**src/rtl/vmr_pkg.sv**
```systemverilog
package vmr_pkg;

    typedef enum logic [1:0] {
        RES_NONE    = 2'b00,
        RES_OK      = 2'b01,
        RES_RETRY   = 2'b10,
        RES_TIMEOUT = 2'b11
    } vmr_result_e;

    typedef enum logic [1:0] {
        ST_IDLE    = 2'b00,
        ST_WAIT_LO = 2'b01,
        ST_WAIT_HI = 2'b10
    } vmr_state_e;

    localparam logic [1:0] QTR_FIRST = 2'b00;
    localparam logic [1:0] QTR_THIRD = 2'b10;

endpackage

```
**src/rtl/vmr_phase_dec.sv**
```systemverilog
module vmr_phase_dec #(
    parameter int CH_W = 6
) (
    input  logic [CH_W-1:0] chan_cnt_i,
    output logic            in_lo_win_o,
    output logic            in_hi_win_o
);
    import vmr_pkg::*;

    // The top two bits of the counter name the quarter; a quarter spans 2^(CH_W-2) counts.
    logic [1:0] quarter;

    assign quarter     = chan_cnt_i[CH_W-1 -: 2];
    assign in_lo_win_o = (quarter == QTR_THIRD);
    assign in_hi_win_o = (quarter == QTR_FIRST);

endmodule

```
**src/rtl/vmr_bank.sv**
```systemverilog
module vmr_bank #(
    parameter int           W       = 32,
    parameter logic [W-1:0] RST_VAL = '1
) (
    input  logic         clk,
    input  logic         rst_n,
    input  logic         clr_en_i,
    input  logic [W-1:0] clr_bits_i,
    output logic [W-1:0] q_o
);
    logic [W-1:0] q_d, q_q;

    always_comb begin
        q_d = q_q;
        if (clr_en_i) begin
            q_d = q_q & ~clr_bits_i;
        end
    end

    always_ff @(posedge clk or negedge rst_n) begin
        if (!rst_n) begin
            q_q <= RST_VAL;
        end else begin
            q_q <= q_d;
        end
    end

    assign q_o = q_q;

endmodule

```
**src/rtl/vmr_poll_cnt.sv**
```systemverilog
module vmr_poll_cnt #(
    parameter int MAX_POLLS = 1000
) (
    input  logic clk,
    input  logic rst_n,
    input  logic clr_i,
    input  logic inc_i,
    output logic expired_o
);
    localparam int CW = $clog2(MAX_POLLS + 1);

    logic [CW-1:0] cnt_d, cnt_q;

    always_comb begin
        cnt_d = cnt_q;
        if (clr_i) begin
            cnt_d = '0;
        end else if (inc_i && !expired_o) begin
            cnt_d = cnt_q + CW'(1);
        end
    end

    always_ff @(posedge clk or negedge rst_n) begin
        if (!rst_n) begin
            cnt_q <= '0;
        end else begin
            cnt_q <= cnt_d;
        end
    end

    assign expired_o = (cnt_q == CW'(MAX_POLLS));

endmodule

```
**src/rtl/vmr_release.sv**
```systemverilog
module vmr_release #(
    parameter int                 VOICES     = 64,
    parameter int                 CH_W       = 6,
    parameter int                 SMP_W      = 6,
    parameter int                 MAX_POLLS  = 1000,
    parameter logic [VOICES-1:0]  RESET_MASK = '1
) (
    input  logic                   clk,
    input  logic                   rst_n,
    input  logic                   start_i,
    input  logic [VOICES-1:0]      clear_vec_i,
    input  logic [CH_W-1:0]        chan_cnt_i,
    input  logic [SMP_W-1:0]       samp_cnt_i,
    output logic [VOICES/2-1:0]    mask_lo_o,
    output logic [VOICES/2-1:0]    mask_hi_o,
    output logic                   busy_o,
    output logic [1:0]             result_o
);
    import vmr_pkg::*;

    localparam int NUM_BANKS = 2;
    localparam int BANK_W    = VOICES / NUM_BANKS;

    typedef struct packed {
        vmr_state_e        state;
        logic [VOICES-1:0] vec;
        logic [SMP_W-1:0]  sref;
        vmr_result_e       result;
    } ctl_t;

    localparam ctl_t CTL_RST = '{state: ST_IDLE, vec: '0, sref: '0, result: RES_NONE};

    ctl_t ctl_d, ctl_q;

    logic                  in_lo_win, in_hi_win;
    logic                  poll_clr, poll_inc, poll_expired;
    logic                  lo_wr, hi_wr;
    logic [NUM_BANKS-1:0]  bank_wr;
    logic [BANK_W-1:0]     bank_q [NUM_BANKS];
    logic [SMP_W-1:0]      sref_next;

    vmr_phase_dec #(.CH_W(CH_W)) u_phase (
        .chan_cnt_i (chan_cnt_i),
        .in_lo_win_o(in_lo_win),
        .in_hi_win_o(in_hi_win)
    );

    vmr_poll_cnt #(.MAX_POLLS(MAX_POLLS)) u_polls (
        .clk      (clk),
        .rst_n    (rst_n),
        .clr_i    (poll_clr),
        .inc_i    (poll_inc),
        .expired_o(poll_expired)
    );

    assign sref_next = ctl_q.sref + SMP_W'(1);

    always_comb begin
        ctl_d    = ctl_q;
        poll_clr = 1'b0;
        poll_inc = 1'b0;
        lo_wr    = 1'b0;
        hi_wr    = 1'b0;
        unique case (ctl_q.state)
            ST_IDLE: begin
                if (start_i) begin
                    ctl_d.vec    = clear_vec_i;
                    ctl_d.result = RES_NONE;
                    ctl_d.state  = ST_WAIT_LO;
                    poll_clr     = 1'b1;
                end
            end
            ST_WAIT_LO: begin
                if (poll_expired) begin
                    ctl_d.result = RES_TIMEOUT;
                    ctl_d.state  = ST_IDLE;
                end else begin
                    poll_inc = 1'b1;
                    if (in_lo_win) begin
                        lo_wr       = 1'b1;
                        ctl_d.sref  = samp_cnt_i;
                        ctl_d.state = ST_WAIT_HI;
                    end
                end
            end
            ST_WAIT_HI: begin
                if (poll_expired) begin
                    ctl_d.result = RES_TIMEOUT;
                    ctl_d.state  = ST_IDLE;
                end else begin
                    poll_inc = 1'b1;
                    if (in_hi_win) begin
                        hi_wr        = 1'b1;
                        ctl_d.result = (samp_cnt_i == sref_next) ? RES_OK : RES_RETRY;
                        ctl_d.state  = ST_IDLE;
                    end
                end
            end
            default: begin
                ctl_d = CTL_RST;
            end
        endcase
    end

    always_ff @(posedge clk or negedge rst_n) begin
        if (!rst_n) begin
            ctl_q <= CTL_RST;
        end else begin
            ctl_q <= ctl_d;
        end
    end

    assign bank_wr = {hi_wr, lo_wr};

    for (genvar b = 0; b < NUM_BANKS; b++) begin : g_bank
        vmr_bank #(
            .W      (BANK_W),
            .RST_VAL(RESET_MASK[b*BANK_W +: BANK_W])
        ) u_bank (
            .clk       (clk),
            .rst_n     (rst_n),
            .clr_en_i  (bank_wr[b]),
            .clr_bits_i(ctl_q.vec[b*BANK_W +: BANK_W]),
            .q_o       (bank_q[b])
        );
    end

    assign mask_lo_o = bank_q[0];
    assign mask_hi_o = bank_q[1];
    assign busy_o    = (ctl_q.state != ST_IDLE);
    assign result_o  = ctl_q.result;

endmodule

```
**config.mk**
```make
export PLATFORM = sky130hd
export DESIGN_NAME = vmr_release
export DESIGN_NICKNAME = d
export VERILOG_FILES = /design/src/rtl/vmr_pkg.sv /design/src/rtl/vmr_phase_dec.sv /design/src/rtl/vmr_bank.sv /design/src/rtl/vmr_poll_cnt.sv /design/src/rtl/vmr_release.sv
export SDC_FILE = /design/constraint.sdc
export NUM_CORES = 1
export LEC_CHECK = 0
export BUFFER_PORTS_ARGS = -buffer_cell sky130_fd_sc_hd__buf_2
export CORE_ASPECT_RATIO = 0.75
export CORE_MARGIN = 2
export CORE_UTILIZATION = 53
export DETAILED_ROUTE_END_ITERATION = 8
export GPL_TIMING_DRIVEN = 0
export PLACE_DENSITY = 0.83
export SLEW_MARGIN = 20
export SYNTH_ARGS = -nofsm -noshare
export SYNTH_HDL_FRONTEND = slang
export SYNTH_SLANG_ARGS = --single-unit
```
**constraint.sdc**
```tcl
create_clock -name clk -period 2.65 [get_ports clk]
set_input_delay 0.6625 -clock clk [delete_from_list [all_inputs] [get_ports clk]]
set_output_delay 0.6625 -clock clk [all_outputs]
set_load 0.005 [all_outputs]
```
==> summary.txt <==
Outcome
  • Outcome: finished clean

Die
  • Die W: 125.3 µm
  • Die area: 11,910 µm²
  • Die Ht: 95.01 µm
  • Row cnt: 33
  • Num ports: 146
  • Initial Util: 0.5390
  • Core ar.: 10,860 µm²

Placed design
  • Routability cong.: 0.9177
  • Port buffer count: 141
  • Placed Cells incl. Taps: 699
  • Pre-CTS setup slack: 0.08488 ns
  • HPWL after DPL: 8814 µm

Worst setup path
  • Slowest CP cell: nand2b_1
  • Crit-path max cell delay: 0.56 ns
  • Worst-path maximum fanout: 10
  • WP buf/inv: 3
  • CP delay by family, top: buffers and inverters
  • Crit path cell chain: inv_1 -> ha_1 -> clkbuf_1 -> nand2b_1 -> clkbuf_1 -> a22o_1
  • Critical Path Most Common Cell: clkbuf_1
  • WP data required: 2.99 ns
  • Crit path kind: reg2reg
  • Element type at the critical path start: flop
  • CP arrival: 2.73 ns
  • CP endpoint kind: flop

Power
  • Power Total: 7.520 mW
  • Leakage power: 3.477 nW
  • Pwr dens: 1023 nW/µm²
  • Peak VDD IR: 0.6092 mV

Timing
  • Setup TNS: 0 ns
  • Relative slew slack: 0.2861
  • Slew Limit Fails: 0
  • Hold Fails Final Rpt: 0
  • Slew @ Worst Pin: 1.061 ns
  • Min Tclk post-route: 2.383 ns
  • Hold Slack: 0.1306 ns
  • Highest Clock Rate: 0.4196 GHz
  • Worst Skew: 0.01146 ns
  • Final setup fails: 0
  • Setup WS post-layout: 0.2669 ns
  • Tcrit/Tclk final: 0.8993
  • RSZ-0062 raised after global routing: false

Detailed routing
  • Post-Route WL: 13,240 µm
  • Antenna viol nets, final: 0
  • Remaining DRCs: 0
  • Drt via density: 5.616
  • Via Count: 4,100
  • TritonRoute pass-1 iters: 4
  • Routed WL per cell: 18.14 µm
  • Initial drt markers: 201

Synthesis
  • Synth Register Bits: 148
  • Post-synth EDFFs: 0
  • Yosys top cell area share: 0.3591
  • Syn nets: 502
  • Synth top area cells: dfrtp_1, dfstp_2, a22o_1, a21boi_2, a21boi_0
  • Synth Flop Type: dfrtp_1
  • Synth warn: 0
  • Mean post-synth cell area: 14.04 µm²
  • Post-Synthesis Cell Area: 5853 µm²
  • Post-synthesis cell type count: 43
  • FFs w/ async S/R, synth: 1.000
  • Area leader, netlist: dfrtp_1
  • Sequential share of the synthesized area: 0.6464
  • Synthesized netlist cell count: 417

Global routing
  • Antenna violations before repair: 1
  • GR Overflow Total: 0
  • Largest net degree at the start of global routing: 108
  • GRT Overall Usage: 0.2314
  • First-pass GRT wire length: 21,520 µm
  • Number of global-route vias before repair: 4,251

Clocking
  • Clock sinks: 148
  • Clk buf depth: 2
  • CTS Hold Buffers Added: 0
  • Clock Tree Root: clkbuf_16
  • H-tree levels: 4
  • Clock-pin slew on the worst setup and hold paths: 0.06 ns
  • CTS buffer count: 17
  • Skew-Pair Late Insertion Delay: 0.41 ns
  • TritonCTS clock tree: done

Cells and area
  • Fraction of layout cells with a size suffix above 1: 0.4797
  • Ant. Diodes: 0
  • Layout Area Growth over Synthesis: 25.59%
  • Final Non-Filler Cells: 730
  • Layout net count: 662

Job
  • Max Cap Violations: 0

Worst hold path
  • Worst Hold Class: in2async
[worst paths after layout]
path	start	to	slack, ns	cells after the start
max	ctl_q[72]	ctl_q[33]	0.27	6
min	rst_n	ctl_q[26]	0.13	1
max reg2reg	ctl_q[72]	ctl_q[33]	0.27	6
min reg2reg	ctl_q[34]	g_bank[0].u_bank.q_o[26]	0.41	1
max in group asynchronous	rst_n	g_bank[1].u_bank.q_o[20]	1.71	2
min in group clk	ctl_q[34]	g_bank[0].u_bank.q_o[26]	0.41	1
[Yosys cell counts (2+ instances only)]
master and n:
ha_1 6, a22o_1 70, or4_1 2, or3_1 2
buf_4 3, nand3_1 7, a21boi_2 29, nand2_1 10
a211oi_1 3, a21boi_0 35, nand4_1 5, o21ai_0 5
o221a_2 2, inv_1 8, nor2b_1 2, a31oi_1 2
dfrtp_1 84, o211ai_1 3, clkbuf_1 16, nor2_1 11
xor2_1 3, a211o_1 2, a21oi_1 5, buf_6 6
nand2b_1 4, xnor2_1 10, nor4_1 3, dfstp_2 64
[sequential cells by signal, indices dropped and copies added, names as in the netlist]
name,flops
result_o,2
ctl_q,72
u_polls.cnt_q,10
g_bank.u_bank.q_o,64
[layer usage]
layer | global-route usage | share of wire | vias to the layer above
met5 | 0 | 0 | -
met4 | 0.05833 | 0.0048 | 0
met3 | 0.07183 | 0.061 | 8
met2 | 0.3759 | 0.48 | 142
met1 | 0.3096 | 0.45 | 2092
li1 | - | - | 1858
[cells by family (layout without fill, tap and decap cells)]
| family | Yosys count | after routing | synth area share |
|---|---|---|---|
| xor+xnor | 13 | 13 | 0.01945 |
| flops | 148 | 148 | 0.6464 |
| fa+ha+maj | 6 | 6 | 0.01283 |
| buf+inv | 34 | 207 | 0.03164 |
| simple gates | 53 | 53 | 0.04746 |
| compound gates | 163 | 163 | 0.2422 |
[area by class of cell]
| cell class | count | area [µm²] |
|---|---|---|
| Buffer | 25 | 151.4 |
| Clock buffer | 18 | 429.2 |
| Clock inverter | 14 | 151.4 |
| Fill cell | 749 | 3508 |
| Inverter | 8 | 30.03 |
| Multi-Input combinational cell | 235 | 1887 |
| Sequential cell | 148 | 3784 |
| Tap cell | 140 | 175.2 |
| Timing Repair Buffer | 142 | 743.2 |
[power breakdown]
part	switching, mW	internal (mW)
clock network	0.967	1.40
registers	0.389	2.83
logic	1.12	0.821
total	2.48	5.04
[stage by stage]
step                  util  instance area, µm²
global route        0.6769                7351
detailed placement  0.6236                6771
CTS                 0.6770                7352
global placement    0.6201                6734
finish              0.6769                7351
floorplan                -                5853
[cell usage in the layout (no fill, tap or decap), types with 4 or more instances in the layout]
cell type,synthesis,layout
buf_2,1,141
dfrtp_1,84,84
a22o_1,70,70
dfstp_2,64,64
a21boi_0,35,35
a21boi_2,29,29
clkbuf_16,0,17
clkbuf_1,16,16
nand2_1,10,10
xnor2_1,10,10
nor2_1,11,10
inv_1,8,8
nand3_1,7,7
buf_6,6,6
ha_1,6,6
o21ai_0,5,5
nand4_1,5,5
a21oi_1,5,5
nand2b_1,4,4
clkinvlp_4,0,4
[timing repair]
| item | CTS | global route |
|---|---|---|
| resized for setup | 0 | 1 |
| endpoints found under the setup margin | 0 | 60 |
| setup buffers | 0 | 0 |
No activity file was read; power rests on OpenSTA's default activity.
